<file path="config.mk">
export PLATFORM = sky130hd
export DESIGN_NAME = sbmc_core
export DESIGN_NICKNAME = d
export VERILOG_FILES = /design/src/rtl/sbmc_pkg.sv /design/src/rtl/sbmc_useq.sv /design/src/rtl/sbmc_regfile.sv /design/src/rtl/sbmc_alu.sv /design/src/rtl/sbmc_core.sv
export SDC_FILE = /design/constraint.sdc
export NUM_CORES = 2
export LEC_CHECK = 0
export BUFFER_PORTS_ARGS = -buffer_cell sky130_fd_sc_hd__buf_4
export CORE_UTILIZATION = 40
export DETAILED_ROUTE_END_ITERATION = 16
export GPL_ROUTABILITY_DRIVEN = 1
export PLACE_DENSITY = 0.58
export SYNTH_ARGS = -nofsm -noshare
export SYNTH_HDL_FRONTEND = slang
export SYNTH_SLANG_ARGS = --single-unit
</file>
<file path="constraint.sdc">
create_clock -name clk -period 10.86 [get_ports clk]
set_input_delay 1.629 -clock clk [delete_from_list [all_inputs] [get_ports clk]]
set_output_delay 1.629 -clock clk [all_outputs]
set_load 0.1 [all_outputs]
</file>
<file path="src/rtl/sbmc_pkg.sv">
package sbmc_pkg;

  localparam int UPC_W = 5;

  typedef enum logic [2:0] {RS_RS, RS_RT, RS_RD, RS_PC, RS_LINK} rsel_e;
  typedef enum logic [1:0] {EXT_ZERO, EXT_SIGN, EXT_SIGN_SH2, EXT_UPPER} ext_e;
  typedef enum logic [1:0] {OP_ADD, OP_SUB, OP_INC4, OP_FUNCT} aop_e;
  typedef enum logic [1:0] {SQ_NEXT, SQ_DISPATCH, SQ_FETCH, SQ_BRZ} seq_e;

  // 17 control signals plus a 2-bit sequencing code
  typedef struct packed {
    logic  ld_ir;
    logic  ld_a;
    logic  ld_b;
    logic  ld_ma;
    rsel_e rsel;
    logic  reg_wr;
    logic  en_reg;
    ext_e  ext;
    logic  en_imm;
    logic  en_alu;
    aop_e  aop;
    logic  mem_wr;
    logic  en_mem;
    seq_e  seq;
  } uinst_t;

  // opcodes
  localparam logic [5:0] OPC_RR   = 6'h00;
  localparam logic [5:0] OPC_BEQ  = 6'h04;
  localparam logic [5:0] OPC_ADDI = 6'h08;
  localparam logic [5:0] OPC_ADDZ = 6'h0C;
  localparam logic [5:0] OPC_LUI  = 6'h0F;
  localparam logic [5:0] OPC_SW   = 6'h2B;

  localparam logic [5:0] FN_ADD = 6'h20;
  localparam logic [5:0] FN_SUB = 6'h22;
  localparam logic [5:0] FN_AND = 6'h24;
  localparam logic [5:0] FN_OR  = 6'h25;

  // control store entry points
  localparam logic [UPC_W-1:0] U_F0  = 5'd0;
  localparam logic [UPC_W-1:0] U_F1  = 5'd1;
  localparam logic [UPC_W-1:0] U_F2  = 5'd2;
  localparam logic [UPC_W-1:0] U_RR  = 5'd3;
  localparam logic [UPC_W-1:0] U_AI  = 5'd6;
  localparam logic [UPC_W-1:0] U_AZ  = 5'd9;
  localparam logic [UPC_W-1:0] U_LU  = 5'd12;
  localparam logic [UPC_W-1:0] U_SW  = 5'd13;
  localparam logic [UPC_W-1:0] U_BQ  = 5'd16;

endpackage

</file>
<file path="src/rtl/sbmc_useq.sv">
module sbmc_useq
  import sbmc_pkg::*;
(
  input  logic             clk,
  input  logic             rst,
  input  logic [5:0]       opcode,
  input  logic             zero,
  input  logic             busy,
  output uinst_t           uop,
  output logic             stall,
  output logic [UPC_W-1:0] upc
);

  logic [UPC_W-1:0] upc_q, upc_d, disp;

  // control store, decoded from the registered microprogram counter
  always_comb begin
    uop = '0;
    unique case (upc_q)
      5'd0:  begin uop.rsel = RS_PC; uop.en_reg = 1'b1; uop.ld_ma = 1'b1; uop.ld_a = 1'b1; end
      5'd1:  begin uop.en_mem = 1'b1; uop.ld_ir = 1'b1; end
      5'd2:  begin uop.en_alu = 1'b1; uop.aop = OP_INC4; uop.rsel = RS_PC; uop.reg_wr = 1'b1;
                   uop.seq = SQ_DISPATCH; end
      // register-register
      5'd3:  begin uop.rsel = RS_RS; uop.en_reg = 1'b1; uop.ld_a = 1'b1; end
      5'd4:  begin uop.rsel = RS_RT; uop.en_reg = 1'b1; uop.ld_b = 1'b1; end
      5'd5:  begin uop.en_alu = 1'b1; uop.aop = OP_FUNCT; uop.rsel = RS_RD; uop.reg_wr = 1'b1;
                   uop.seq = SQ_FETCH; end
      // add sign-extended immediate
      5'd6:  begin uop.rsel = RS_RS; uop.en_reg = 1'b1; uop.ld_a = 1'b1; end
      5'd7:  begin uop.ext = EXT_SIGN; uop.en_imm = 1'b1; uop.ld_b = 1'b1; end
      5'd8:  begin uop.en_alu = 1'b1; uop.aop = OP_ADD; uop.rsel = RS_RT; uop.reg_wr = 1'b1;
                   uop.seq = SQ_FETCH; end
      // add zero-extended immediate
      5'd9:  begin uop.ext = EXT_ZERO; uop.en_imm = 1'b1; uop.ld_b = 1'b1; end
      5'd10: begin uop.rsel = RS_RS; uop.en_reg = 1'b1; uop.ld_a = 1'b1; end
      5'd11: begin uop.en_alu = 1'b1; uop.aop = OP_ADD; uop.rsel = RS_RT; uop.reg_wr = 1'b1;
                   uop.seq = SQ_FETCH; end
      // load upper
      5'd12: begin uop.ext = EXT_UPPER; uop.en_imm = 1'b1; uop.rsel = RS_RT; uop.reg_wr = 1'b1;
                   uop.seq = SQ_FETCH; end
      // store word
      5'd13: begin uop.rsel = RS_RS; uop.en_reg = 1'b1; uop.ld_ma = 1'b1; end
      5'd14: begin uop.rsel = RS_RT; uop.en_reg = 1'b1; uop.ld_b = 1'b1; end
      5'd15: begin uop.mem_wr = 1'b1; uop.seq = SQ_FETCH; end
      // branch on equal
      5'd16: begin uop.rsel = RS_RS; uop.en_reg = 1'b1; uop.ld_a = 1'b1; end
      5'd17: begin uop.rsel = RS_RT; uop.en_reg = 1'b1; uop.ld_b = 1'b1; end
      5'd18: begin uop.aop = OP_SUB; uop.seq = SQ_BRZ; end
      5'd19: begin uop.rsel = RS_PC; uop.en_reg = 1'b1; uop.ld_a = 1'b1; end
      5'd20: begin uop.ext = EXT_SIGN_SH2; uop.en_imm = 1'b1; uop.ld_b = 1'b1; end
      5'd21: begin uop.en_alu = 1'b1; uop.aop = OP_ADD; uop.rsel = RS_PC; uop.reg_wr = 1'b1;
                   uop.seq = SQ_FETCH; end
      default: uop.seq = SQ_FETCH;
    endcase
  end

  always_comb begin
    unique case (opcode)
      OPC_RR:   disp = U_RR;
      OPC_ADDI: disp = U_AI;
      OPC_ADDZ: disp = U_AZ;
      OPC_LUI:  disp = U_LU;
      OPC_SW:   disp = U_SW;
      OPC_BEQ:  disp = U_BQ;
      default:  disp = U_F0;
    endcase
  end

  assign stall = busy & (uop.en_mem | uop.mem_wr);

  always_comb begin
    if (stall) upc_d = upc_q;
    else begin
      unique case (uop.seq)
        SQ_NEXT:     upc_d = upc_q + UPC_W'(1);
        SQ_DISPATCH: upc_d = disp;
        SQ_BRZ:      upc_d = zero ? upc_q + UPC_W'(1) : U_F0;
        default:     upc_d = U_F0;
      endcase
    end
  end

  always_ff @(posedge clk) begin
    if (rst) upc_q <= U_F0;
    else     upc_q <= upc_d;
  end

  assign upc = upc_q;

endmodule

</file>
<file path="src/rtl/sbmc_regfile.sv">
module sbmc_regfile #(
  parameter int XLEN = 32,
  parameter int NREG = 32,
  parameter logic [XLEN-1:0] RESET_PC = '0,
  localparam int IDX_W = $clog2(NREG) + 1
) (
  input  logic             clk,
  input  logic             rst,
  input  logic [IDX_W-1:0] rd_idx,
  output logic [XLEN-1:0]  rd_data,
  input  logic             wr_en,
  input  logic [IDX_W-1:0] wr_idx,
  input  logic [XLEN-1:0]  wr_data,
  output logic [XLEN-1:0]  pc
);

  logic [XLEN-1:0] gpr [NREG];
  logic [XLEN-1:0] pc_q;

  // general registers: plain array, no reset, single write port
  always_ff @(posedge clk) begin
    if (wr_en && (wr_idx < IDX_W'(NREG)) && (wr_idx != '0))
      gpr[wr_idx[IDX_W-2:0]] <= wr_data;
  end

  always_ff @(posedge clk) begin
    if (rst) pc_q <= RESET_PC;
    else if (wr_en && (wr_idx == IDX_W'(NREG))) pc_q <= wr_data;
  end

  always_comb begin
    if (rd_idx == IDX_W'(NREG)) rd_data = pc_q;
    else if (rd_idx == '0)      rd_data = '0;
    else                        rd_data = gpr[rd_idx[IDX_W-2:0]];
  end

  assign pc = pc_q;

endmodule

</file>
<file path="src/rtl/sbmc_alu.sv">
module sbmc_alu
  import sbmc_pkg::*;
#(
  parameter int XLEN = 32
) (
  input  logic [XLEN-1:0] a,
  input  logic [XLEN-1:0] b,
  input  aop_e            aop,
  input  logic [5:0]      funct,
  output logic [XLEN-1:0] y,
  output logic            zero
);

  always_comb begin
    unique case (aop)
      OP_ADD:  y = a + b;
      OP_SUB:  y = a - b;
      OP_INC4: y = a + XLEN'(4);
      default: begin
        unique case (funct)
          FN_SUB:  y = a - b;
          FN_AND:  y = a & b;
          FN_OR:   y = a | b;
          default: y = a + b;
        endcase
      end
    endcase
  end

  assign zero = (y == '0);

endmodule

</file>
<file path="src/rtl/sbmc_core.sv">
module sbmc_core
  import sbmc_pkg::*;
#(
  parameter int XLEN = 32,
  parameter int NREG = 32,
  parameter logic [XLEN-1:0] RESET_PC = '0
) (
  input  logic            clk,
  input  logic            rst,
  input  logic [XLEN-1:0] mem_rdata,
  input  logic            mem_busy,
  output logic [XLEN-1:0] mem_addr,
  output logic [XLEN-1:0] mem_wdata,
  output logic            mem_rd,
  output logic            mem_wr
);

  localparam int IDX_W = $clog2(NREG) + 1;
  localparam int IMM_W = 16;

  logic [XLEN-1:0] ir_q, a_q, b_q, ma_q;
  logic [XLEN-1:0] bus, imm_ext, alu_y, rf_rdata, pc;
  logic [IDX_W-1:0] rf_idx;
  logic            alu_zero, stall;
  logic [UPC_W-1:0] upc;
  uinst_t          uop;

  logic [5:0]       opcode;
  logic [4:0]       f_rs, f_rt, f_rd;
  logic [IMM_W-1:0] imm;

  assign opcode = ir_q[31:26];
  assign f_rs   = ir_q[25:21];
  assign f_rt   = ir_q[20:16];
  assign f_rd   = ir_q[15:11];
  assign imm    = ir_q[IMM_W-1:0];

  sbmc_useq u_seq (
    .clk(clk), .rst(rst), .opcode(opcode), .zero(alu_zero), .busy(mem_busy),
    .uop(uop), .stall(stall), .upc(upc)
  );

  always_comb begin
    unique case (uop.rsel)
      RS_RS:   rf_idx = IDX_W'(f_rs);
      RS_RT:   rf_idx = IDX_W'(f_rt);
      RS_RD:   rf_idx = IDX_W'(f_rd);
      RS_PC:   rf_idx = IDX_W'(NREG);
      RS_LINK: rf_idx = IDX_W'(NREG - 1);
      default: rf_idx = '0;
    endcase
  end

  sbmc_regfile #(.XLEN(XLEN), .NREG(NREG), .RESET_PC(RESET_PC)) u_rf (
    .clk(clk), .rst(rst), .rd_idx(rf_idx), .rd_data(rf_rdata),
    .wr_en(uop.reg_wr & ~stall), .wr_idx(rf_idx), .wr_data(bus), .pc(pc)
  );

  sbmc_alu #(.XLEN(XLEN)) u_alu (
    .a(a_q), .b(b_q), .aop(uop.aop), .funct(ir_q[5:0]), .y(alu_y), .zero(alu_zero)
  );

  always_comb begin
    unique case (uop.ext)
      EXT_ZERO:     imm_ext = XLEN'(imm);
      EXT_SIGN:     imm_ext = {{(XLEN-IMM_W){imm[IMM_W-1]}}, imm};
      EXT_SIGN_SH2: imm_ext = {{(XLEN-IMM_W){imm[IMM_W-1]}}, imm} << 2;
      default:      imm_ext = XLEN'(imm) << IMM_W;
    endcase
  end

  // shared bus: AND-OR of the enabled source
  always_comb begin
    bus = '0;
    if (uop.en_reg) bus |= rf_rdata;
    if (uop.en_imm) bus |= imm_ext;
    if (uop.en_alu) bus |= alu_y;
    if (uop.en_mem) bus |= mem_rdata;
  end

  always_ff @(posedge clk) begin
    if (rst) begin
      ir_q <= '0;
      a_q  <= '0;
      b_q  <= '0;
      ma_q <= RESET_PC;
    end else if (!stall) begin
      if (uop.ld_ir) ir_q <= bus;
      if (uop.ld_a)  a_q  <= bus;
      if (uop.ld_b)  b_q  <= bus;
      if (uop.ld_ma) ma_q <= bus;
    end
  end

  assign mem_addr  = ma_q;
  assign mem_wdata = b_q;
  assign mem_rd    = uop.en_mem;
  assign mem_wr    = uop.mem_wr;

  // bus contention
  a_r2_one_driver: assert property (@(posedge clk) disable iff (rst)
    $countones({uop.en_reg, uop.en_imm, uop.en_alu, uop.en_mem}) <= 1)
    else $error("bus contention");

  // nothing moves while memory is busy
  a_r10_stall_hold: assert property (@(posedge clk) disable iff (rst)
    stall |=> ($stable(ir_q) && $stable(a_q) && $stable(b_q) && $stable(ma_q)
               && $stable(pc) && $stable(upc)));

  // every fetch advances the PC by one word
  a_r3_pc_step: assert property (@(posedge clk) disable iff (rst)
    (upc == U_F2) |=> (pc == $past(pc) + XLEN'(4)));

  // instruction register takes the memory word
  a_r3_ir_load: assert property (@(posedge clk) disable iff (rst)
    (mem_rd && uop.ld_ir && !mem_busy) |=> (ir_q == $past(mem_rdata)));

  // read and write never share a cycle
  a_r7_rw_excl: assert property (@(posedge clk) disable iff (rst)
    !(mem_rd && mem_wr));

endmodule

</file>
Yosys cells after proc, flatten, opt, wreduce, memory -nomap -nowiden
Memory sizes are Yosys's and may differ from the RTL's. Cells that the tools add are included. W data, S select, Z words.

Bits in registers: 165. Memory bits (writable): 1024. Input bits: 35. Logic and storage cells: 113. Memories: 1.

$add $sub $neg: 4. Magnitude comparators: 1. Equality and inequality tests: 40. Multiplexer cells: 27. Bitwise gates (word level): 9. Reductions and logical operators: 25.

Memories: u_rf.gpr (words 32, bits a word 32, read ports 1, clocked after memory_dff 0, wr ports 1, line sbmc_regfile.sv:17) `logic [XLEN-1:0] gpr [NREG];`.

Operator list (number): $pmux W32 S3 (3); $mux W32 (6); $or A32 B32 Y32 (4); $eq A5 B4 Y1 const B (8); $add A32 B3 Y32 const B (1); $add A32 B32 Y32 (1); $and A32 B32 Y32 (1); $logic_not A32 Y1 (1); $sub A32 B32 Y32 (1); $eq A5 B5 Y1 const B (6); $eq A6 B6 Y1 const B (5); $pmux W5 S6 (1); $pmux W6 S5 (1); $reduce_or A6 Y1 (4); $eq A5 B3 Y1 const B (4); $eq A6 B4 Y1 const B (3); $pmux W2 S3 (3); $pmux W5 S3 (1); $reduce_or A14 Y1 (1); $logic_not A6 Y1 (2); $pmux W3 S4 (1); $eq A5 B2 Y1 const B (2); $mux W1 (10); $reduce_or A10 Y1 (1); 22 further kinds (35).

Longest topological paths before layout
Depth in word-level cells: 15. Mapped depth: 19. Gate-level depth less buffers: 15.

Modules after synthesis
A second synthesis with hierarchy kept.

Cells, all modules: 3603. Area total of the unflattened synthesis: 54081.9 sq um.

Modules (own cells, without submodules): sbmc_regfile (times used 1, cells an instance 1777, area an instance 40383.7 sq um, seq. area each 31390.1 sq um); sbmc_alu (times used 1, cells an instance 1080, area an instance 6995.5 sq um, seq. area each 0.0 sq um); sbmc_core (times used 1, cells an instance 615, area an instance 5741.8 sq um, seq. area each 2562.5 sq um); sbmc_useq (times used 1, cells an instance 131, area an instance 960.9 sq um, seq. area each 100.1 sq um).

Worst setup path before layout
OpenSTA, ideal clock, no wires.

Kind: register to register. Start point: register u_seq.upc_q[1], in the netlist u_seq.upc[1]. End point: memory u_rf.gpr[12][0], enable pin. Data arrival time: 4.274 ns. Data required time: 10.439 ns. Slack: 6.165 ns. Cell stages (with the launch flop): 16. Buffers on the path: 7. Period minus slack after synthesis: 4.695 ns. Path through: dfxtp_1 inv_1 ha_1 buf_2 and4bb_4 a31o_4 o211a_1 o21a_1 buf_6 buf_6 buf_4 buf_2 buf_2 or3_1 clkbuf_1 nor2_1.

Word-level cells in the longest chain between the ends: 10.

RTL lines: from (decl) (line sbmc_useq.sv:14) `logic [UPC_W-1:0] upc_q, upc_d, disp;`; from (signal assigned) (line sbmc_useq.sv:86) `else upc_q <= upc_d;`; $eq A5 B3 Y1, or another cell as far along (line sbmc_useq.sv:19) `unique case (upc_q)`; $reduce_or A6 Y1 (no source line), or another cell as far along; $pmux W2 S3 / $or A1 B1 Y1 (equally long branches) (line sbmc_useq.sv:19, sbmc_useq.sv:70); $eq A3 B3 Y1, or another cell as far along (line sbmc_core.sv:44) `unique case (uop.rsel)`; $pmux W6 S5 / $not A1 Y1 (equally long branches); $lt A6 B6 Y1 / $and A1 B1 Y1 (equally long branches) (line sbmc_regfile.sv:22, sbmc_core.sv:56); $logic_and A1 B1 Y1 (2 in series) (line sbmc_regfile.sv:22) `if (wr_en && (wr_idx < IDX_W'(NREG)) && (wr_idx != '0))`; $mux W1 (line sbmc_regfile.sv:22); $mux W1 (not written as such) (line sbmc_regfile.sv:23) `gpr[wr_idx[IDX_W-2:0]] <= wr_data;`; to (decl) (line sbmc_regfile.sv:17).

Several ways; a longest one is shown, not always the timed one.

Worst setup path in the final report
Start point: register u_seq.upc_q[4], in the netlist u_seq.upc[4]. End point: memory u_rf.gpr[23][21] (data pin).

Word-level cells in the longest chain between the ends: 15.

RTL lines: $eq A5 B3 Y1, or another cell as far along (line sbmc_useq.sv:19); $reduce_or A6 Y1 (no source line) / $reduce_or A4 Y1 (equally long branches); $pmux W2 S3 (line sbmc_useq.sv:19); $eq A3 B3 Y1, or another cell as far along (line sbmc_core.sv:44); $pmux W6 S5 (line sbmc_core.sv:44); $mem_v2 Z32 W32 / $logic_not A6 Y1 (equally long branches); $mux W32 (line sbmc_regfile.sv:33) `else if (rd_idx == '0) rd_data = '0;`; $mux W32 (line sbmc_regfile.sv:32) `if (rd_idx == IDX_W'(NREG)) rd_data = pc_q;`; $mux W32 (line sbmc_core.sv:75) `if (uop.en_reg) bus |= rf_rdata;`; $or A32 B32 Y32 (line sbmc_core.sv:76) `if (uop.en_imm) bus |= imm_ext;`; $mux W32 (line sbmc_core.sv:76); $or A32 B32 Y32 (line sbmc_core.sv:77) `if (uop.en_alu) bus |= alu_y;`; $mux W32 (line sbmc_core.sv:77); $or A32 B32 Y32 (line sbmc_core.sv:78) `if (uop.en_mem) bus |= mem_rdata;`; $mux W32 * (line sbmc_core.sv:78); named net bus[21] (line sbmc_core.sv:22) `logic [XLEN-1:0] bus, imm_ext, alu_y, rf_rdata, pc;`.

Mark *: on every way through the listed nets, which the timed path passes. The rest lies on a longest branch.

==> results.cfg <==
[yosys]
synth.avg_cell_area_sq_um = 10.98
seq_area_frac_synth = 0.6114
yosysWarnings = 0
synth-seq-cells = 1167
syn_area_sq_mm = 0.05462
synth_top_area_cell = edfxtp_1
synth-edff-count = 1002
synth_top_cells_by_area = edfxtp_1 (55%), nand2_1 (7.4%), dfxtp_1 (6.0%)
ys.flop_type = edfxtp_1
ys_async_sr_fraction = 0
netlist_instances = 4975
yosysTopAreaCellShare = 0.5509
yosysUniqueCellTypes = 111

[floorplanning]
die_h_um = 371.5
ioPinCount = 101
die_area_sq_mm = 0.1380
core-area_sq_mm = 0.1355
die_x_um = 371.5
start_util = 0.4032
placementRows = 135

[pwr]
vdd_ir_drop_max_mv = 0.1935
power.share.switching = 0.4090
p_per_area_mw_per_mm2 = 277.2
p_sw_mw = 6.951
p_total_mw = 17.00
internal_power_mw = 10.04
leakagePower_nw = 21.34
power.share.sequential = 0.374
combinationalPowerShare = 0.378
clockPowerShare = 0.248

[clocking]
tritoncts = built
ctsHoldBuffers = 0
clock_path_buffers = 3
clk-insertion-delay-late_ns = 0.78
cts_setup_buffers = 0
path_clk_slew_ns = 0.06
postCtsResizedCells = 0
clock-sinks = 1167
htree_levels = 3
cts_made_buffers = 118
cts_root_buf = clkbuf_16

[placed_design]
hpwlAfterDp_mm = 118.0
io_buffers = 100
post_dp_cell_area_sq_mm = 0.05724
routabilityCongestion = 1.005

[route]
avgViaCountPerCell = 6.123
wl_mm = 194.1
dr.pass1.iters = 6
wl_per_cell_um = 28.26
vias = 42050
drt-initial-drc-count = 5366
drcViolationCount = 0
ant_nets = 0

[worst_setup_path]
ff2ff_path_depth = 13
critical_path_class = reg -> reg
crit_required_ns = 11.30
end_kind = flop
reg2reg_slack_ns = 4.02
crit_path_max_incr_delay_ns = 1.06
r2r-start = u_seq.upc[4]
worst-path-buf-inv = 4
rr_endpoint = u_rf.gpr[23][21]
start_kind = flop
cp_max_fo = 55
cp_slowest_cell = dfxtp_1
cp_top_family = buffers and inverters
crit_arrival_ns = 7.28
crit_chain = inv_1 > o211a_2 > nor3_2 > o21a_4 > buf_4 > buf_4 > nand2_1 > and3_1 > a31oi_1 > o22ai_1 > nor4_2 > a211oi_2 > inv_1

[global_routing]
grt.total_usage = 0.2742
antenna_found_initial = 4
grt_max_degree = 161
grt_pass1_wl_mm = 275.5
grt_pass1_vias = 38320
overflow = 0

[finish]
fin_util = 0.4525
num_antenna_cells = 0
drive_above_1_share = 0.1093
final_nets = 5120
area_growth_pct = 12.24
nFillCells = 12370
layout_commonest_cell = nand2_1
regArea_sq_mm = 0.03339
design_area_sq_mm = 0.06131
layout.cells.most_common_list = nand2_1 (1069), edfxtp_1 (1002), nand3_1 (277)
multi_input_area_sq_mm = 0.01942

[worst_hold_path]
hold_class = reg -> reg
whs_path_depth = 2
holdPathEnd = u_rf.pc[18]
holdCritStartpoint = u_rf.pc[18]

[sta]
drv_slew = 0
fin_crit_sh = 0.6298
holdWs_ns = 0.4739
finalHoldViolCount = 0
setup_viol = 0
fin_skew_ns = 0.04520
rsz0062_at_grt = no
relSlewSlack = 0.1409
min_period_ns = 6.840
fin_tns_setup_ns = 0
worst_pin_slew_ns = 1.269
max_freq_mhz = 146.2

[flow_run]
cap_viol_max_count = 0

[run_status]
outcome = completed
==> Yosys cell counts (68+ instances only) <==
| cell type | instances |
|---|---|
| inv_1 | 147 |
| mux2i_1 | 68 |
| nand2_1 | 1072 |
| nand3_1 | 281 |
| edfxtp_1 | 1002 |
| a211oi_1 | 126 |
| clkbuf_1 | 130 |
| nor2_1 | 261 |
| a31oi_1 | 140 |
| o21ai_0 | 136 |
| buf_2 | 134 |
| ha_1 | 101 |
| a21oi_1 | 269 |
| dfxtp_1 | 165 |
| and3_1 | 129 |
==> power groups by stage <==
stage	clock network, mW	logic, mW	registers [mW]
CTS	4.26	6.27	6.34
global placement	0	6.22	6.43
finish	4.22	6.43	6.35
floorplan	0	3.64	6.75
detailed placement	0	6.25	6.44
global route	4.41	6.79	6.37
==> kinds of logic (layout without fill, tap and decap cells) <==
| logic type | count (synthesis) | in the layout | share of synthesized area |
|---|---|---|---|
| other | 1 | 10 | 0.00006866 |
| XOR/XNOR | 46 | 46 | 0.007376 |
| buffers and inverters | 488 | 590 | 0.04121 |
| flip-flops | 1167 | 1167 | 0.6114 |
| adder cells (fa/ha/maj) | 103 | 103 | 0.02387 |
| AO/OA/AOI/OAI | 1088 | 1088 | 0.1371 |
| multiplexers | 78 | 78 | 0.01535 |
| AND/OR/NAND/NOR | 2004 | 2004 | 0.1637 |
==> sequential cells by signal (all words and copies together), names as in the netlist <==
signal / count
u_rf.gpr: 1002
a_q: 32
ir_q: 32
mem_addr: 32
mem_wdata: 32
u_rf.pc: 32
u_seq.upc: 5
==> cell type report <==
cell class                      count  area share
Multi-Input combinational cell   3329      0.3167
Sequential cell                  1167      0.5447
Clock inverter                     73     0.01188
Tap cell                         1781     0.03635
Inverter                          151    0.009245
Timing Repair Buffer              215     0.02735
Clock buffer                      151     0.05374
==> routing by layer <==
layer	GRT usage	up-vias	share of wire
met5	0	-	0.00011
met4	0.1241	4	0.047
met3	0.04148	454	0.086
met2	0.4371	2215	0.47
met1	0.3686	20930	0.40
li1	-	18450	-
==> how the worst max path moves through the flow <==
stage | to | slack, ns | depth (start not counted) | startpoint
detailed placement | u_rf.gpr[20][21] | 3.75 | 13 | u_seq.upc[4]
finish | u_rf.gpr[23][21] | 4.02 | 13 | u_seq.upc[4]
global route | u_rf.gpr[23][21] | 3.66 | 13 | u_seq.upc[4]
global placement | u_rf.gpr[20][26] | 3.88 | 13 | u_seq.upc[4]
floorplan | u_rf.gpr[12][0] | 6.16 | 15 | u_seq.upc[1]
CTS | u_rf.gpr[23][21] | 3.73 | 13 | u_seq.upc[4]
==> per-stage QoR <==
step,setup slack [ns],cells
6_report,4.020,6867
5_1_grt,3.662,6867
4_1_cts,3.735,6866
3_5_place_dp,3.748,6642
2_1_floorplan,6.165,4984
3_3_place_gp,3.877,6642
==> tightest hold or removal path: cells and delay by family, from the launching register on <==
family | cells | cell delay, ns
flip-flops | 1 | 0.32
AND/OR/NAND/NOR | 1 | 0.05
AO/OA/AOI/OAI | 1 | 0.05
Power figures use the tool's default switching activity.
